File: src/rtl/pwm_blanking_unit.sv
module pwm_blanking_unit #(
  parameter int STEP_SH = 3
) (
  input  logic        clk,
  input  logic        rst_n,
  input  logic        cfg_we,
  input  logic [15:0] cfg_wdata,
  output logic [15:0] cfg_rdata,
  input  logic        pwm_hi,
  input  logic        pwm_lo,
  input  logic        flt_in,
  input  logic        ilim_in,
  output logic        flt_out,
  output logic        ilim_out,
  output logic        blank_active
);
  localparam int DUR_W = 7;
  localparam int CNT_W = DUR_W + STEP_SH;

  logic [12:0]      cfg_q;
  logic             hi_q, lo_q;
  logic [CNT_W-1:0] cnt;
  logic [3:0]       edges;
  logic [DUR_W-1:0] dur;
  logic             fire;
  logic [CNT_W-1:0] load_val;

  assign dur      = cfg_q[6:0];
  assign edges    = {pwm_hi & ~hi_q, ~pwm_hi & hi_q, pwm_lo & ~lo_q, ~pwm_lo & lo_q};
  assign fire     = (|(edges & cfg_q[12:9])) && (dur != '0);
  assign load_val = (CNT_W'(dur) << STEP_SH) - CNT_W'(1);

  assign blank_active = fire || (cnt != '0);
  assign flt_out      = flt_in  & ~(blank_active & cfg_q[8]);
  assign ilim_out     = ilim_in & ~(blank_active & cfg_q[7]);
  assign cfg_rdata    = {cfg_q, 3'b000};

  always_ff @(posedge clk or negedge rst_n) begin
    if (!rst_n) begin
      cfg_q <= '0;
      hi_q  <= 1'b0;
      lo_q  <= 1'b0;
      cnt   <= '0;
    end else begin
      if (cfg_we) cfg_q <= cfg_wdata[15:3];
      hi_q <= pwm_hi;
      lo_q <= pwm_lo;
      if (fire)             cnt <= load_val;
      else if (cnt != '0)   cnt <= cnt - CNT_W'(1);
    end
  end

  p_write_next_r2: assert property (@(posedge clk) disable iff (!rst_n)
    cfg_we |=> cfg_rdata == {$past(cfg_wdata[15:3]), 3'b000});

  p_start_blank_r5: assert property (@(posedge clk) disable iff (!rst_n)
    fire |=> blank_active);

  p_count_down_r5: assert property (@(posedge clk) disable iff (!rst_n)
    (cnt != '0 && !fire) |=> cnt == $past(cnt) - CNT_W'(1));

  p_pass_flt_r11: assert property (@(posedge clk) disable iff (!rst_n)
    !blank_active |-> (flt_out == flt_in && ilim_out == ilim_in));

  p_zero_dur_r7: assert property (@(posedge clk) disable iff (!rst_n)
    (cfg_rdata[9:3] == 7'd0 && cnt == '0) |=> cnt == '0);
endmodule

File: config.mk
export PLATFORM = sky130hd
export DESIGN_NAME = pwm_blanking_unit
export DESIGN_NICKNAME = d
export VERILOG_FILES = /design/src/rtl/pwm_blanking_unit.sv
export SDC_FILE = /design/constraint.sdc
export NUM_CORES = 1
export LEC_CHECK = 0
export BUFFER_PORTS_ARGS = -buffer_cell sky130_fd_sc_hd__clkbuf_2
export CORE_MARGIN = 1
export CORE_UTILIZATION = 38
export DETAILED_ROUTE_END_ITERATION = 7
export PLACE_DENSITY_LB_ADDON = 0.08
export RECOVER_POWER = 50
export SYNTH_ARGS = -nofsm -noshare
export SYNTH_HDL_FRONTEND = slang
export SYNTH_SLANG_ARGS = --single-unit
File: constraint.sdc
create_clock -name clk -period 2.55 [get_ports clk]
set_input_delay 0.255 -clock clk [delete_from_list [all_inputs] [get_ports clk]]
set_output_delay 0.255 -clock clk [all_outputs]
set_load 0.005 [all_outputs]
==> results.py, run 1 <==
metrics = {
    "outcome": {
        "status": "complete, no violations",
    },
    "timing": {
        "finalCritPeriodShare_pct": 93.8,
        "layout_min_cycle_time_ns": 2.39,
        "final-hold-violation-count": 0,
        "holdWs_ns": 0.0686,
        "clock.fmax_mhz": 418,
        "fin_setup_tns_ns": 0,
        "max_slew_margin_pct": 8.23,
        "rsz0062_at_grt": "no",
        "setup_viol": 0,
        "slew_violations": 0,
        "tightest_slew_ns": 1.38,
        "finClkSkew_ns": 0.00709,
    },
    "grt": {
        "grt_overflow_total": 0,
        "grt_use_total_pct": 15.0,
        "grt_antenna_before_repair": 0,
        "grt_start_max_net_pins": 26,
        "grt_pass1_wl_um": 3980,
        "grt_pass1_vias": 924,
    },
    "cells_and_area": {
        "area.growth.synth_to_final_pct": 18.8,
        "drive_above_1_share_pct": 33.3,
        "antenna_cells": 0,
        "post-route-util_pct": 48.9,
        "layout_commonest_cell": "clkbuf_2",
        "fin_nets": 186,
        "mostFrequentLayoutCells": "clkbuf_2 (32), dfrtp_1 (25), nand2_1 (13)",
    },
    "yosys": {
        "netlist.top_cell.by_area": "dfrtp_1",
        "postSynthAreaPerCell_sq_um": 10.5,
        "yosysSeqAreaShare_pct": 48.6,
        "yosysTopAreaCellShare_pct": 48.6,
        "yosys_register_bits": 25,
        "synthesis.area_sq_mm": 0.00129,
        "netlist_instances": 123,
        "synth_area_leaders": "dfrtp_1 (49%), mux2_2 (10%), nand2_1 (3.8%), xor2_1 (3.4%), ha_1 (2.9%)",
        "synth_warnings": 0,
        "synth_cell_type_count": 28,
    },
    "clocking": {
        "cts-buffers-inserted": 3,
        "cts_tree": "done",
        "clock_sinks": 25,
        "clock_path_buffers": 2,
        "ctsRootBufferMaster": "clkbuf_4",
        "path_clk_slew_ns": 0.13,
        "cts_setup_buffers": 0,
        "insertion_delay_ns": 0.31,
        "h-tree-depth": 1,
    },
    "worst_setup_path": {
        "cp-end-kind": "primary output",
        "critPathKind": "reg2out",
        "path_max_fanout": 6,
        "ff2ff_setup_slack_ns": 0.65,
        "r2r-start": "cnt[3]",
        "arrival_ns": 2.14,
        "critPathLaunch": "cnt[3]",
        "reg2reg_depth": 4,
        "reg2reg_to": "cnt[1]",
        "crit_end": "ilim_out",
        "cp.required_ns": 2.30,
        "cp-start-kind": "flop",
    },
    "placement": {
        "dp_hpwl_um": 1820,
        "gp_congestion": 0.767,
        "portBuffers": 35,
    },
    "route": {
        "wirelength_um": 2400,
        "vias": 961,
        "dr.pass1.iters": 4,
        "drtAntennaViolNets": 0,
        "drt-initial-drc-count": 28,
        "vias_per_cell": 4.73,
        "wire_per_inst_um": 11.8,
        "drc": 0,
    },
    "floorplan": {
        "io_pins": 42,
        "rows": 20,
        "dieArea_sq_mm": 0.00362,
        "initial_core_util_pct": 41.2,
        "die_h_um": 60.2,
        "core_sq_mm": 0.00313,
        "die_w_um": 60.2,
    },
    "power": {
        "vdd_ir_drop_max_mv": 0.302,
        "totalPowerFinal_uw": 959,
        "power_density_mw_per_mm2": 627,
        "leakage_uw": 0.000705,
    },
    "flow_run": {
        "drv_cap": 0,
    },
    "min_path": {
        "hold_path.class": "in2reg",
        "hold_start": "pwm_lo",
    },
}
-- Yosys cell counts (all sizes together) --
cell type,n
dfrtp,25
nand2,13
mux2,12
o21ai,9
nor2,8
inv,5
xor2,5
a21oi,4
clkbuf,4
nor3,4
xnor2,4
buf,3
ha,3
nand2b,3
nand3,3
nand3b,3
nor4,3
a21boi,2
mux2i,2
or4,2
a2111oi,1
conb,1
nor4b,1
o211ai,1
o21a,1
or2,1
-- cell families (layout without fill, tap and decap cells) --
group / count (synthesis) / count (layout) / synth area share (%)
AO/OA/AOI/OAI: 18 / 18 / 8.07
AND/OR/NAND/NOR: 41 / 41 / 17.6
multiplexers: 14 / 14 / 12.1
other: 1 / 3 / 0.291
adder cells (fa/ha/maj): 3 / 3 / 2.92
XOR/XNOR: 9 / 9 / 6.12
buffers and inverters: 12 / 46 / 4.37
flip-flops: 25 / 25 / 48.6
-- report_power, final --
group	switching [uW]	internal [uW]	leakage, uW
logic	123	128	0.000399
registers	69.6	468	0.000288
clock network	112	58.6	0.0000177
-- final cells by class --
class / count / area [sq um]
tap: 44 / 55.1
multi-input combinational: 88 / 613
sequential: 25 / 626
clock buffer: 3 / 22.5
timing repair buffer: 37 / 189
clock inverter: 1 / 5.00
fill: 318 / 1600
inverter: 5 / 18.8
-- worst max-delay path: stages, from the launching register on --
cell      delay (ns)
dfrtp_1         0.45
or4_4           0.57
nor4_4          0.38
nand2_1         0.14
a21boi_1        0.16
clkbuf_2        0.13
-- flip-flops by register name, summed over array words and instances, names as in the netlist --
signal and flops:
cfg_q 13, cnt 10, hi_q 1, lo_q 1
-- stage by stage --
step           instance area, sq um  setup slack, ns  cells
2_1_floorplan                  1290            0.651    125
3_3_place_gp                   1500            0.504    198
3_5_place_dp                   1500            0.487    198
4_1_cts                        1530            0.117    203
5_1_grt                        1530          0.00670    203
6_report                       1530            0.159    203
-- how the worst min path moves through the flow --
stage,endpoint,slack [ns],cells past startpoint
2_1_floorplan,cfg_q[0],-0.04,0
3_3_place_gp,cfg_q[5],0.30,1
3_5_place_dp,cfg_q[5],0.31,1
4_1_cts,hi_q,0.05,1
5_1_grt,lo_q,0.05,1
6_report,lo_q,0.07,1
-- per-layer routing --
metal  share of wire [%]  GRT usage, %  up-vias
met1                  44          17.8      451
met3                 2.8          2.60        2
met4                0.67          6.98        0
met5                   0             0        -
met2                  52          26.1       17
li1                    -             -      491
-- timing repair --
| item | CTS | global route |
|---|---|---|
| hold buffers | 1 | 0 |
| resized for setup | 0 | 0 |
| endpoints found under the hold margin | 25 | 0 |
Power figures use the tool's default switching activity.
==> inputs of run 2 (changes only) <==
PLACE_DENSITY = 0.63   (was not set)
PLACE_DENSITY_LB_ADDON = not set   (was 0.08)
==> results.py, run 2 (synthesis results as in run 1) <==
metrics = {
    "timing": {
        "rsz0062_at_grt": "no",
        "tightest_slew_ns": 1.32,
        "clock.fmax_mhz": 423,
        "slew_violations": 0,
        "max_slew_margin_pct": 11.7,
        "layout_min_cycle_time_ns": 2.37,
        "finalCritPeriodShare_pct": 92.7,
        "finClkSkew_ns": 0.00376,
        "final-hold-violation-count": 0,
        "fin_setup_tns_ns": 0,
        "setup_viol": 0,
        "holdWs_ns": 0.0684,
    },
    "power": {
        "vdd_ir_drop_max_mv": 0.302,
        "leakage_uw": 0.000713,
        "power_density_mw_per_mm2": 624,
        "totalPowerFinal_uw": 962,
    },
    "cells_and_area": {
        "layout_commonest_cell": "clkbuf_2",
        "largest_reg_flops": 13,
        "seq_area_sq_um": 626,
        "fin_nets": 188,
        "drive_above_1_share_pct": 33.5,
        "multi_input_area_sq_um": 613,
        "reg.largest.list": "cfg_q: 13 flops, cnt: 10 flops",
        "mostFrequentLayoutCells": "clkbuf_2 (32), dfrtp_1 (25), nand2_1 (13)",
        "area.growth.synth_to_final_pct": 19.8,
        "fill_cells": 298,
        "top_register": "cfg_q",
        "antenna_cells": 0,
    },
    "floorplan": {
        "die_w_um": 60.2,
        "rows": 20,
        "die_h_um": 60.2,
        "core_sq_mm": 0.00313,
        "dieArea_sq_mm": 0.00362,
        "initial_core_util_pct": 41.2,
        "io_pins": 42,
    },
    "worst_setup_path": {
        "cp.required_ns": 2.30,
        "path_max_fanout": 6,
        "cp-end-kind": "primary output",
        "cp-start-kind": "flop",
        "arrival_ns": 2.11,
        "critPathKind": "reg2out",
        "ff2ff_setup_slack_ns": 0.64,
    },
    "clocking": {
        "insertion_delay_ns": 0.31,
        "cts-buffers-inserted": 3,
        "clock_path_buffers": 2,
        "h-tree-depth": 1,
        "clock_sinks": 25,
        "cts_tree": "done",
        "path_clk_slew_ns": 0.13,
        "ctsResizeCount": 0,
        "ctsRootBufferMaster": "clkbuf_4",
    },
    "min_path": {
        "hold_path.class": "in2reg",
    },
    "grt": {
        "grt_pass1_vias": 943,
        "grt_start_max_net_pins": 26,
        "grt_use_total_pct": 14.8,
        "grt_overflow_total": 0,
        "grt_antenna_before_repair": 0,
        "grt_pass1_wl_um": 4040,
    },
    "flow_run": {
        "drv_cap": 0,
    },
    "placement": {
        "gp_congestion": 0.754,
        "dp_hpwl_um": 1840,
        "portBuffers": 35,
    },
    "route": {
        "drt-initial-drc-count": 6,
        "dr.pass1.iters": 4,
        "wirelength_um": 2390,
        "drtAntennaViolNets": 0,
        "drc": 0,
        "vias": 992,
        "wire_per_inst_um": 11.7,
        "vias_per_cell": 4.84,
    },
    "outcome": {
        "status": "complete, no violations",
    },
}
-- run 2: changes by cell type in the layout (fill, tap and decap cells not counted) --
cell / previous run / this run
clkbuf_1: 3 / 4
buf_4: 1 / 3
clkinv_2: 1 / 0
-- run 2: timing repair --
item	4_1_cts	5_1_grt
endpoints found under the hold margin	25	0
hold buffers	1	0
setup buffers	0	2
endpoints found under the setup margin	0	2
-- run 2: path summary, 6_finish.rpt --
check / to / depth (start not counted) / startpoint
min reg2reg: cnt[1] / 2 / cnt[1]
max: ilim_out / 5 / cnt[3]
min: hi_q / 1 / pwm_hi
max reg2reg: cnt[1] / 4 / cnt[3]
min in group asynchronous: cnt[8] / 2 / rst_n
max in group asynchronous: cfg_q[7] / 2 / rst_n
-- run 2: power by group --
group          switching [uW]  total, uW  internal [uW]
combinational             124        252            128
clock                     112        173           61.0
sequential               69.6        537            468
-- run 2: layout make-up --
type | count | share of cell area (%)
flip-flops and latches | 25 | 40.6
multi-input cells | 88 | 39.7
repair buffers | 39 | 13.2
well taps | 44 | 3.57
clock buffers | 4 | 1.70
inverters | 5 | 1.22
-- run 2: routing by layer --
layer  part of all wire, %  global-route usage (%)
met5                     0                       0
met4                     0                    3.99
met3                   2.9                    2.60
met2                    52                    26.7
met1                    45                    18.0
-- run 2: critical path: stages (launching register included) --
cell and delay [ns]:
dfrtp_1 0.45, or4_4 0.57, nor4_4 0.33, nand2_1 0.15
a21boi_1 0.17, clkbuf_2 0.13
-- run 2: metrics by stage --
stage	cells	utilization (%)	cell area, sq um	setup WS, ns
after floorplan	125	-	1290	0.651
after detailed placement	198	47.8	1500	0.448
after global routing	205	49.3	1540	0.0552
after global placement	198	47.8	1500	0.499
after CTS	203	49.0	1530	0.0780
final	205	49.3	1540	0.185
